[src/rtl/ccwseq_pkg.sv]
package ccwseq_pkg;

  typedef enum logic [1:0] {
    QS_IDLE   = 2'b00,
    QS_ACTIVE = 2'b01,
    QS_PAUSED = 2'b10
  } qStat_t;

  // Strobes from control to datapath
  typedef struct packed {
    logic accept;   // take a new run for whichQ
    logic whichQ;   // 0 = queue 1, 1 = queue 2
    logic finish;   // end the running queue
    logic park;     // pause the running queue
    logic issue;    // current entry goes to the converter
    logic advance;  // step to the next entry
  } seqStrb_t;

endpackage

[src/rtl/ccwseq_dp.sv]
module ccwseq_dp
  import ccwseq_pkg::*;
#(
  parameter int IDX_W     = 6,
  parameter int CH_W      = 6,
  parameter int CCW_W     = 16,
  parameter int PAUSE_POS = 6
) (
  input  logic                   clk,
  input  logic                   rstN,
  input  seqStrb_t               strb,
  input  logic [IDX_W:0]         beginPtr,
  input  logic [CCW_W-1:0]       tblData,
  input  logic [1:0]             doneClr,
  input  logic [1:0]             pauseClr,
  output logic [IDX_W-1:0]       tblAddr,
  output logic [CH_W-1:0]        chanOut,
  output logic                   startOut,
  output logic                   isEoq,
  output logic                   atEnd,
  output logic                   pendPause,
  output logic [1:0][1:0]        statVec,
  output logic [1:0]             doneFlag,
  output logic [1:0]             pauseFlag
);
  localparam int NQ = 2;
  localparam logic [CH_W-1:0] EOQ_CODE = {CH_W{1'b1}};

  logic [IDX_W:0]   curIdx;
  logic             curQ;
  logic [IDX_W:0]   startIdx;
  logic [IDX_W-1:0] resumeIdx [NQ];
  logic [CCW_W-1:0] unusedWord;

  assign unusedWord = tblData;
  assign chanOut    = tblData[CH_W-1:0];
  assign tblAddr    = curIdx[IDX_W-1:0];
  assign startOut   = curIdx[IDX_W];
  assign atEnd      = (curIdx[IDX_W-1:0] == {IDX_W{1'b1}});
  assign isEoq      = (chanOut == EOQ_CODE) || (!curQ && (curIdx == beginPtr));

  always_comb begin
    if (statVec[strb.whichQ] == QS_PAUSED)
      startIdx = {1'b0, resumeIdx[strb.whichQ]};
    else if (strb.whichQ)
      startIdx = beginPtr;
    else
      startIdx = '0;
  end

  always_ff @(posedge clk or negedge rstN) begin
    if (!rstN) begin
      curIdx    <= '0;
      curQ      <= 1'b0;
      pendPause <= 1'b0;
    end else begin
      if (strb.accept) begin
        curIdx    <= startIdx;
        curQ      <= strb.whichQ;
        pendPause <= 1'b0;
      end
      if (strb.issue)   pendPause <= tblData[PAUSE_POS];
      if (strb.advance) curIdx    <= curIdx + 1'b1;
    end
  end

  for (genvar q = 0; q < NQ; q++) begin : g_queue
    logic mine;
    assign mine = (curQ == 1'(q));

    always_ff @(posedge clk or negedge rstN) begin
      if (!rstN) begin
        statVec[q]   <= QS_IDLE;
        resumeIdx[q] <= '0;
        doneFlag[q]  <= 1'b0;
        pauseFlag[q] <= 1'b0;
      end else begin
        if (strb.accept && strb.whichQ == 1'(q)) statVec[q] <= QS_ACTIVE;
        else if (strb.finish && mine)            statVec[q] <= QS_IDLE;
        else if (strb.park && mine)              statVec[q] <= QS_PAUSED;

        if (strb.park && mine) resumeIdx[q] <= curIdx[IDX_W-1:0];

        if (strb.finish && mine)  doneFlag[q] <= 1'b1;
        else if (doneClr[q])      doneFlag[q] <= 1'b0;

        if ((strb.finish && mine && pendPause) || (strb.park && mine))
          pauseFlag[q] <= 1'b1;
        else if (pauseClr[q])
          pauseFlag[q] <= 1'b0;
      end
    end


    done_sticky_chk: assert property (@(posedge clk) disable iff (!rstN)
      (doneFlag[q] && !doneClr[q]) |=> doneFlag[q]);

    pause_sticky_chk: assert property (@(posedge clk) disable iff (!rstN)
      (pauseFlag[q] && !pauseClr[q]) |=> pauseFlag[q]);
  end


  single_active_chk: assert property (@(posedge clk) disable iff (!rstN)
    !(statVec[0] == QS_ACTIVE && statVec[1] == QS_ACTIVE));


  no_marker_conv_chk: assert property (@(posedge clk) disable iff (!rstN)
    strb.issue |-> (chanOut != EOQ_CODE));

endmodule

[src/rtl/ccwseq_ctrl.sv]
module ccwseq_ctrl
  import ccwseq_pkg::*;
(
  input  logic     clk,
  input  logic     rstN,
  input  logic     trig1,
  input  logic     trig2,
  input  logic     convDone,
  input  logic     startOut,
  input  logic     isEoq,
  input  logic     atEnd,
  input  logic     pendPause,
  output seqStrb_t strb,
  output logic     tblRd,
  output logic     convStart
);
  typedef enum logic [2:0] {S_IDLE, S_START, S_FETCH, S_DECODE, S_WAIT} seqState_t;

  seqState_t state, nextState;

  always_comb begin
    strb      = '0;
    tblRd     = 1'b0;
    convStart = 1'b0;
    nextState = state;
    case (state)
      S_IDLE: begin
        if (trig1 || trig2) begin
          strb.accept = 1'b1;
          strb.whichQ = !trig1;
          nextState   = S_START;
        end
      end
      S_START: begin
        if (startOut) begin
          strb.finish = 1'b1;
          nextState   = S_IDLE;
        end else begin
          nextState = S_FETCH;
        end
      end
      S_FETCH: begin
        tblRd     = 1'b1;
        nextState = S_DECODE;
      end
      S_DECODE: begin
        if (isEoq) begin
          strb.finish = 1'b1;
          nextState   = S_IDLE;
        end else if (pendPause) begin
          strb.park = 1'b1;
          nextState = S_IDLE;
        end else begin
          strb.issue = 1'b1;
          convStart  = 1'b1;
          nextState  = S_WAIT;
        end
      end
      S_WAIT: begin
        if (convDone) begin
          if (atEnd) begin
            strb.finish = 1'b1;
            nextState   = S_IDLE;
          end else begin
            strb.advance = 1'b1;
            nextState    = S_FETCH;
          end
        end
      end
      default: nextState = S_IDLE;
    endcase
  end

  always_ff @(posedge clk or negedge rstN) begin
    if (!rstN) state <= S_IDLE;
    else       state <= nextState;
  end


  no_fetch_in_conv_chk: assert property (@(posedge clk) disable iff (!rstN)
    (state == S_WAIT && !convDone) |=> !tblRd);

  start_pulse_chk: assert property (@(posedge clk) disable iff (!rstN)
    convStart |=> !convStart);

endmodule

[src/rtl/ccw_queue_seq.sv]
module ccw_queue_seq
  import ccwseq_pkg::*;
#(
  parameter int IDX_W     = 6,
  parameter int CH_W      = 6,
  parameter int CCW_W     = 16,
  parameter int PAUSE_POS = 6
) (
  input  logic             clk,
  input  logic             rstN,
  input  logic             trig1,
  input  logic             trig2,
  input  logic [IDX_W:0]   beginPtr,
  input  logic [1:0]       doneClr,
  input  logic [1:0]       pauseClr,
  output logic             tblRd,
  output logic [IDX_W-1:0] tblAddr,
  input  logic [CCW_W-1:0] tblData,
  output logic             convStart,
  output logic [CH_W-1:0]  convChan,
  input  logic             convDone,
  output logic [1:0]       doneFlag,
  output logic [1:0]       pauseFlag,
  output logic [1:0]       q1Status,
  output logic [1:0]       q2Status
);
  seqStrb_t        strb;
  logic            startOut, isEoq, atEnd, pendPause;
  logic [1:0][1:0] statVec;

  ccwseq_ctrl u_ctrl (
    .clk(clk), .rstN(rstN), .trig1(trig1), .trig2(trig2), .convDone(convDone),
    .startOut(startOut), .isEoq(isEoq), .atEnd(atEnd), .pendPause(pendPause),
    .strb(strb), .tblRd(tblRd), .convStart(convStart)
  );

  ccwseq_dp #(.IDX_W(IDX_W), .CH_W(CH_W), .CCW_W(CCW_W), .PAUSE_POS(PAUSE_POS)) u_dp (
    .clk(clk), .rstN(rstN), .strb(strb), .beginPtr(beginPtr), .tblData(tblData),
    .doneClr(doneClr), .pauseClr(pauseClr), .tblAddr(tblAddr), .chanOut(convChan),
    .startOut(startOut), .isEoq(isEoq), .atEnd(atEnd), .pendPause(pendPause),
    .statVec(statVec), .doneFlag(doneFlag), .pauseFlag(pauseFlag)
  );

  assign q1Status = statVec[0];
  assign q2Status = statVec[1];

endmodule

[config.mk]
export PLATFORM = sky130hd
export DESIGN_NAME = ccw_queue_seq
export DESIGN_NICKNAME = d
export VERILOG_FILES = /design/src/rtl/ccwseq_pkg.sv /design/src/rtl/ccwseq_dp.sv /design/src/rtl/ccwseq_ctrl.sv /design/src/rtl/ccw_queue_seq.sv
export SDC_FILE = /design/constraint.sdc
export NUM_CORES = 1
export LEC_CHECK = 0
export BUFFER_PORTS_ARGS = -buffer_cell sky130_fd_sc_hd__buf_2
export CORE_MARGIN = 3
export CORE_UTILIZATION = 45
export CTS_BUF_LIST = sky130_fd_sc_hd__clkbuf_4 sky130_fd_sc_hd__clkbuf_8
export DETAILED_ROUTE_END_ITERATION = 10
export HOLD_SLACK_MARGIN = 0.15
export MAX_ROUTING_LAYER = met4
export PLACE_DENSITY = 0.69
export SETUP_SLACK_MARGIN = 0.2
export SLEW_MARGIN = 5
export SYNTH_ARGS = -nofsm -noshare
export SYNTH_HDL_FRONTEND = slang
export SYNTH_SLANG_ARGS = --single-unit
[constraint.sdc]
create_clock -name clk -period 5.8 [get_ports clk]
set_input_delay 0.87 -clock clk [delete_from_list [all_inputs] [get_ports clk]]
set_output_delay 0.87 -clock clk [all_outputs]
set_load 0.02 [all_outputs]
# Word-level counts from Yosys, hierarchy flattened
# Index checks and enable logic that the tools add are counted.
# word_totals
latchBits	0
mem_bits_ro	0
out_inout_bits	22
register_bits	32
memories	0
ramBits	0
wordCells	102
# classes
shift	0
n_lt_le_gt_ge	2
muxes	49
bitwise_logic	3
mul	0
eq_ne	10
n_reduce_logical	25
div	0
addsub	1
# op_table
operator	n
2-bit two-way mux	14
7-bit two-way mux	4
1-bit two-way mux	22
6-bit two-way mux	3
3-bit one-hot mux with 5 select lines	1
6-bit equality test, second input constant	2
3-bit two-way mux	4
2-bit nonzero test	6
1-bit logical AND	9
7-bit by 1-bit adder with 7-bit output, second input constant	1
7-bit equality test	1
3-bit by 2-bit equality test with 1-bit output, second input constant	2
3-bit nonzero test	2
1-bit logical OR	4
3-bit by 1-bit equality test with 1-bit output, second input constant	1
3-bit equality test, second input constant	1
3-bit logical NOT	1
1-bit one-hot mux with 3 select lines	1
2-bit equality test, second input constant	1
2-bit >= comparator, second input constant	1
1-bit logical NOT	2
1-bit by 2-bit < comparator with 1-bit output, second input constant	1
2-bit by 1-bit != test with 1-bit output, second input constant	1
2-bit != test, second input constant	1
3 further kinds	4

# Longest topological paths before layout
# Gate-level depths: netlist (run 1).
# depth
ltp_word	10
ltp_mapped	7

# Hierarchy
# From an unflattened synthesis (run 1), not the netlist that was laid out.
# unflattened
cells_unflattened	172
area_unflattened_um2	1783.0
# by_module_without_submodules
mod	seq_area_each_um2	area_per_inst_um2	cells_per_inst	n_inst
ccwseq_dp	725.7	1550.2	147	1
ccwseq_ctrl	75.1	232.7	25	1

# Worst setup path after synthesis (run 1)
# Ideal clock, no wire load.
# synth_timing
kind	in2out
from	input port beginPtr[4]
to	output port convStart
stages	5
required_ns	4.930
t_arrival_ns	1.705
path_buffers	0
path_slack_ns	3.225
path_cell_list	xor2_1 nor4_4 a21oi_1 nand2_1 nor2_1
# synth_between
elab_chain_cells	5
# synth_lines
item	line	rtl
from (decl)	ccw_queue_seq.sv:13	input logic [IDX_W:0] beginPtr,
7-bit equality test	ccwseq_dp.sv:40	assign isEoq = (chanOut == EOQ_CODE) || (!curQ && (curIdx == beginPtr));
1-bit logical AND	ccwseq_dp.sv:40	
1-bit logical OR	ccwseq_dp.sv:40	
1-bit two-way mux	ccwseq_ctrl.sv:47	if (isEoq) begin
1-bit two-way mux	ccwseq_ctrl.sv:26	case (state)
to (decl)	ccw_queue_seq.sv:19	output logic convStart,
# No other way between the ends.

# Worst setup path after layout (run 1)
# layout_timing
from	input port beginPtr[0]
to	output port convStart
# Same word-level chain as after synthesis.

==> flow_summary.yaml, run 1 <==
run_status:
  status: "completed"
placed_design:
  place_area_um2: 1990
  dp_cells: 254
  place_hpwl_mm: 2.90
  gp_congestion: 0.810
  port_buffers: 44
synth:
  ys_seq_area_share_pct: 44.5
  postSynthAreaPerCell_um2: 10.3
  ys_types: 48
  synth_top_area_cell: "dfrtp_1"
  yosysTopAreaCellShare_pct: 44.5
  synthCells: 175
  synthesis.area_um2: 1800
  ys_ff_latch: 32
  syn-num-nets: 208
  synth_area_leaders: "dfrtp_1 44%, mux2_2 8.1%, mux2i_1 3.9%, o21ai_0 3.9%, xor2_1 3.4%"
  ys_warn_count: 0
routing:
  routedWlPerCell_um: 14.5
  wl_mm: 3.80
  drt_pass1_iterations: 4
  vias: 1413
  drt_iter0_drc: 109
  drt.antenna.violating_nets: 0
  via_per_inst: 5.39
  drc: 0
cts:
  numCtsBuffers: 5
  worstSkewPairLatency_ns: 0.28
  cts_buffer_depth: 2
  h-tree-depth: 2
  cts.sinks: 32
  post_cts_resized: 0
  cts_setup_buffers: 0
  clk_pin_slew_ns: 0.06
  postCtsHoldBufs: 0
  clockRootBuffer: "clkbuf_8"
  cts_tree: "built"
finish:
  fin_cells: 262
  layout.nets: 246
  final_cell_area_um2: 2090
  num_antenna_cells: 0
  nFillCells: 333
  area_growth_pct: 16.2
  layout-drive-gt1-share_pct: 34.1
  final_util_pct: 55.5
worst_setup_path:
  timing.critical_path.mode_cell: "buf_2"
  worstRegToRegCells: 6
  path_cells: "buf_2 -> xor2_1 -> nor4_4 -> a21oi_1 -> nand2_1 -> nor2_1 -> buf_2"
  crit_arrival_ns: 1.95
  critical-path-slowest-cell: "nor4_4"
  worst_setup_path_end_kind: "output port"
  worst-setup-path-type: "in2out"
  critPathRequiredTime_ns: 4.93
  critical_path.startpoint: "beginPtr[0]"
  critical-path-max-stage-delay_ns: 0.34
  startpoint_type: "input port"
  worstPathMaxFanout: 3
  r2r_start: "u_dp.curIdx[0]$_DFFE_PN0P_"
sta:
  slew_headroom_pct: 52.4
  finalSetupViolCount: 0
  setup_tns_ns: 0
  hold_viol: 0
  fin_crit_sh_pct: 48.6
  period_minus_slack_ns: 2.82
  skew_ns: 0.00696
  rsz0062_at_grt: "no"
  slew_viol_final: 0
  worstMarginPinSlew_ns: 0.714
  fmax_mhz: 355
floorplanning:
  die_area_um2: 4800
  ios: 54
  row_count: 22
  initial_utilization_pct: 47.7
  die_y_um: 69.3
  coreArea_um2: 3770
  die_x_um: 69.3
global_routing:
  grt_max_degree: 33
  grt_pass1_vias: 1346
  gr-total-overflow: 0
  grt_use_total_pct: 16.9
  antenna_found_initial: 0
  grt_pass1_wl_mm: 6.35
hold_path:
  worstHoldStart: "u_dp.resumeIdx[11]$_DFFE_PN0P_"
  min_path_type: "reg2reg"
  whs_path_depth: 1
power_and_ir_drop:
  ir_drop_uv: 209
  p_per_area_nw_per_um2: 468
  leakagePower_nw: 1.06
  power.total_mw: 0.979
flow_run:
  cap_violations: 0
cells in the final DEF (no fill, tap or decap), types with 3 or more instances in the layout:
master	instances
xor2_1	7
o21ai_0	14
mux2_2	13
o311ai_0	3
nand2_1	9
clkbuf_8	6
and3_1	5
nand3_1	4
and2_1	3
mux2i_1	7
buf_2	44
dfrtp_1	32
o22ai_1	4
nor2_1	16
inv_1	9
path summary, 6_finish.rpt:
check / endpoint / slack, ns
min in group asynchronous: u_dp.resumeIdx[0]$_DFFE_PN0P_ / 0.64
worst max-delay path: convStart / 2.98
max in group asynchronous: u_dp.curIdx[0]$_DFFE_PN0P_ / 4.70
worst min register to register: u_dp.resumeIdx[11]$_DFFE_PN0P_ / 0.50
worst min-delay path: u_dp.resumeIdx[11]$_DFFE_PN0P_ / 0.50
worst max register to register: u_dp.curIdx[5]$_DFFE_PN0P_ / 3.74
cell type report:
cell class                      count  area, um2  share of cell area [%]
Inverter                            9       33.8                    1.61
Clock buffer                        8       97.6                    4.67
Timing Repair Buffer               44        220                    10.5
Multi-Input combinational cell    121        880                    42.0
Sequential cell                    32        801                    38.3
Tap cell                           48       60.1                    2.87
kinds of logic after synthesis:
logic type | synth area share (%)
flops | 44.5
xor+xnor | 3.41
simple gates | 17.2
compound gates | 15.6
mux | 12.0
buf+inv | 6.67
fa+ha+maj | 0.695
metrics by stage:
stage,setup WS (ns),hold WS [ns]
after floorplan,3.22,0.471
after global placement,2.98,0.478
after detailed placement,2.98,0.485
after CTS,2.97,0.500
after global routing,2.88,0.509
final,2.98,0.499
synth_stat cells (all sizes together):
cell type	instances
a211oi	1
a21boi	1
a21o	2
a21oi	2
a221oi	1
a22oi	1
a311oi	1
a31oi	3
a32o	1
and2	3
and2b	1
and3	5
buf	9
clkbuf	4
dfrtp	32
ha	1
inv	9
mux2	13
mux2i	7
nand2	11
nand2b	1
nand3	4
nand3b	1
nand4	1
nand4bb	1
nor2	16
nor2b	2
nor3	3
nor4	2
o2111ai	1
o211a	1
o21a	1
o21ai	14
o21bai	1
o22ai	4
o311ai	3
o31a	1
o31ai	1
o32ai	1
or3	1
xor2	7
report_power, final:
part	switching, mW	internal, mW	total [mW]
clock network	0.0787	0.106	0.185
registers	0.0997	0.307	0.407
logic	0.219	0.169	0.387
flip-flops by register name (all words and copies together), names as in the netlist:
| name | cells |
|---|---|
| u_dp.statVec | 4 |
| u_ctrl.state | 3 |
| u_dp.curQ | 1 |
| u_dp.pendPause | 1 |
| u_dp.doneFlag | 2 |
| u_dp.curIdx | 7 |
| u_dp.resumeIdx | 12 |
| u_dp.pauseFlag | 2 |
metal layers:
metal | up-vias | track usage [%] | routed length [um]
li1 | 702 | - | -
met1 | 666 | 23.2 | 1850
met2 | 38 | 24.9 | 1710
met3 | 7 | 3.77 | 189
met4 | 0 | 5.86 | 53
met5 | - | - | 0
critical path: cells and delay by family:
family                 cells  cell delay, ns
AND/OR/NAND/NOR            3            0.51
buffers and inverters      2            0.27
XOR/XNOR                   1            0.17
AO/OA/AOI/OAI              1            0.13
Power figures use the tool's default switching activity.
==> run 2, diff against run 1 <==
- ABC_AREA: default -> 1
- PLACE_DENSITY: 0.69 -> 0.68
- clock period: 5.8 -> 2.95 ns (I/O delays scaled with it)
==> run 2 against run 1 <==
Net effect: clock skew shrank 0.0029 ns; via count grew 22%; largest power group is now combinational logic; largest cell class unchanged; critical path depth increased by 4; clock power up 130%; register-to-register slack lost 2.6 ns; sequential cell count is the same.
==> flow_summary.yaml, run 2 <==
global_routing:
  grt_use_total_pct: 18.8
  gr-total-overflow: 0
  grt_max_degree: 33
  grt_pass1_vias: 1666
  antenna_found_initial: 0
  grt_pass1_wl_mm: 7.47
floorplanning:
  die_area_um2: 5310
  ios: 54
  coreArea_um2: 4140
  row_count: 23
  initial_utilization_pct: 48.5
  die_x_um: 72.8
  die_y_um: 72.8
sta:
  fmax_mhz: 462
  period_minus_slack_ns: 2.17
  worstMarginPinSlew_ns: 0.729
  skew_ns: 0.00409
  hold_viol: 0
  finalSetupViolCount: 0
  fin_crit_sh_pct: 73.5
  slew_viol_final: 0
  setup_tns_ns: 0
  rsz0062_at_grt: "no"
  slew_headroom_pct: 51.4
cts:
  cts_setup_buffers: 0
  clockRootBuffer: "clkbuf_8"
  post_cts_resized: 0
  cts_buffer_depth: 2
  worstSkewPairLatency_ns: 0.29
  numCtsBuffers: 5
  cts.sinks: 32
  postCtsHoldBufs: 0
  clk_pin_slew_ns: 0.07
  h-tree-depth: 2
  cts_tree: "built"
worst_setup_path:
  critical-path-max-stage-delay_ns: 0.43
  worst-setup-path-type: "reg2out"
  worstPathMaxFanout: 5
  critical-path-slowest-cell: "dfrtp_1"
  timing.critical_path.mode_cell: "nand2_1"
  worst-path-buf-inv: 4
  cp_top_family: "simple AND/OR/NAND/NOR gates"
  r2r_start: "u_dp.curIdx[0]$_DFFE_PN0P_"
  worstRegToRegCells: 10
  startpoint_type: "flop"
  rr_endpoint: "u_dp.statVec[2]$_DFFE_PN0P_"
  path_cells: "inv_2 -> nand2_1 -> nand2_1 -> nand2_1 -> nor2_2 -> nand2_4 -> nand2_2 -> inv_1 -> nand3_1 -> inv_2 -> buf_2"
  critPathRequiredTime_ns: 2.51
  r2r_slack_ns: 1.12
  worst_setup_path_end_kind: "output port"
  crit_arrival_ns: 1.72
power_and_ir_drop:
  leakagePower_nw: 1.27
  p_per_area_nw_per_um2: 907
  ir_drop_uv: 632
finish:
  reg.largest.list: "u_dp.resumeIdx: 12 flops, u_dp.curIdx: 7 flops, u_dp.statVec: 4 flops"
  largest_reg_flops: 12
  final_cell_mix: "92 x nand2_1, 44 x buf_2, 32 x dfrtp_1"
  area_growth_pct: 15.7
  nFillCells: 426
  num_antenna_cells: 0
  final_cell_area_um2: 2330
  regMostFlops: "u_dp.resumeIdx"
  layout_commonest_cell: "nand2_1"
  layout-drive-gt1-share_pct: 29.7
  layout.nets: 345
synth:
  syn-num-nets: 304
  ys_warn_count: 0
  postSynthAreaPerCell_um2: 7.42
  synth_ff_type: "dfrtp_1"
  ys_ff_latch: 32
  synthesis.area_um2: 2010
  yosysTopAreaCellShare_pct: 39.8
  ys_seq_area_share_pct: 39.8
  synth-edff-count: 0
  yosysMostFrequentCell: "nand2_1"
  synthTopCellsByCount: "92 x nand2_1, 32 x dfrtp_1, 27 x inv_1"
  synthCells: 271
  synth_top_area_cell: "dfrtp_1"
  synth_area_leaders: "dfrtp_1 40%, nand2_1 17%, inv_1 5.0%, o21ai_1 5.0%, nand3_1 4.7%"
  ys_types: 28
  synthArstFlopShare_pct: 100
placed_design:
  place_hpwl_mm: 3.32
  gp_congestion: 0.904
  place_area_um2: 2210
  port_buffers: 44
hold_path:
  min_path_type: "in2async"
routing:
  drt_pass1_iterations: 4
  drt_iter0_drc: 75
  drt.antenna.violating_nets: 0
  drc: 0
  vias: 1720
  routedWlPerCell_um: 11.9
  via_per_inst: 4.74
  wl_mm: 4.32
run_status:
  status: "completed"
flow_run:
  cap_violations: 0
[run 2: cell types whose count changed after synthesis, moves of 4 or more]
cell | previous run | this run
mux2i_1 | 7 | 0
inv_2 | 0 | 17
o21ai_0 | 14 | 4
nand2_2 | 2 | 7
inv_1 | 9 | 27
mux2_2 | 13 | 0
and3_1 | 5 | 0
nand2_1 | 9 | 92
xor2_1 | 7 | 3
nand3_1 | 4 | 19
o21ai_1 | 0 | 20
[run 2: metal layers]
metal	vias up	routed length (um)	GRT usage, %
li1	912	-	-
met1	774	2080	24.2
met2	30	2030	29.5
met3	4	157	4.13
met4	0	51	5.94
met5	-	0	-
[run 2: logic make-up after synthesis]
group           Yosys count  synth area share, %
simple gates            149                 37.5
buf+inv                  56                 12.6
flops                    32                 39.8
compound gates           30                 8.09
xor+xnor                  3                 1.31
fa+ha+maj                 1                0.622
[run 2: cell type report]
| type | count | area [um2] | share of cell area, % |
|---|---|---|---|
| Multi-Input combinational cell | 183 | 956 | 41.1 |
| Sequential cell | 32 | 801 | 34.4 |
| Timing Repair Buffer | 44 | 220 | 9.47 |
| Inverter | 46 | 175 | 7.53 |
| Clock buffer | 5 | 68.8 | 2.96 |
| Tap cell | 50 | 62.6 | 2.69 |
| Clock inverter | 3 | 42.5 | 1.83 |
[run 2: worst max path at each step]
stage	startpoint	endpoint	slack (ns)	cells after the start
finish	u_dp.curIdx[4]$_DFFE_PN0P_	convStart	0.78	11
global route	u_dp.curIdx[5]$_DFFE_PN0P_	convStart	0.63	11
CTS	u_dp.curIdx[4]$_DFFE_PN0P_	convStart	0.76	11
detailed placement	beginPtr[4]	convStart	1.04	12
global placement	beginPtr[0]	convStart	1.05	13
floorplan	u_dp.curIdx[0]$_DFFE_PN0P_	u_dp.statVec[2]$_DFFE_PN0P_	1.22	10
[run 2: through the flow]
stage	total power, mW	util [%]	std cells	hold slack [ns]	setup slack (ns)
2_1_floorplan	1.47	-	271	0.147	1.22
3_3_place_gp	1.68	53.4	355	0.472	1.05
3_5_place_dp	1.70	53.4	355	0.479	1.04
4_1_cts	2.13	56.1	363	0.231	0.759
5_1_grt	2.29	56.1	363	0.256	0.626
6_report	2.11	56.1	363	0.214	0.783
[run 2: report_power, final]
group	total, mW	internal [mW]	switching [mW]
logic	0.923	0.312	0.612
clock network	0.422	0.250	0.172
registers	0.764	0.602	0.162
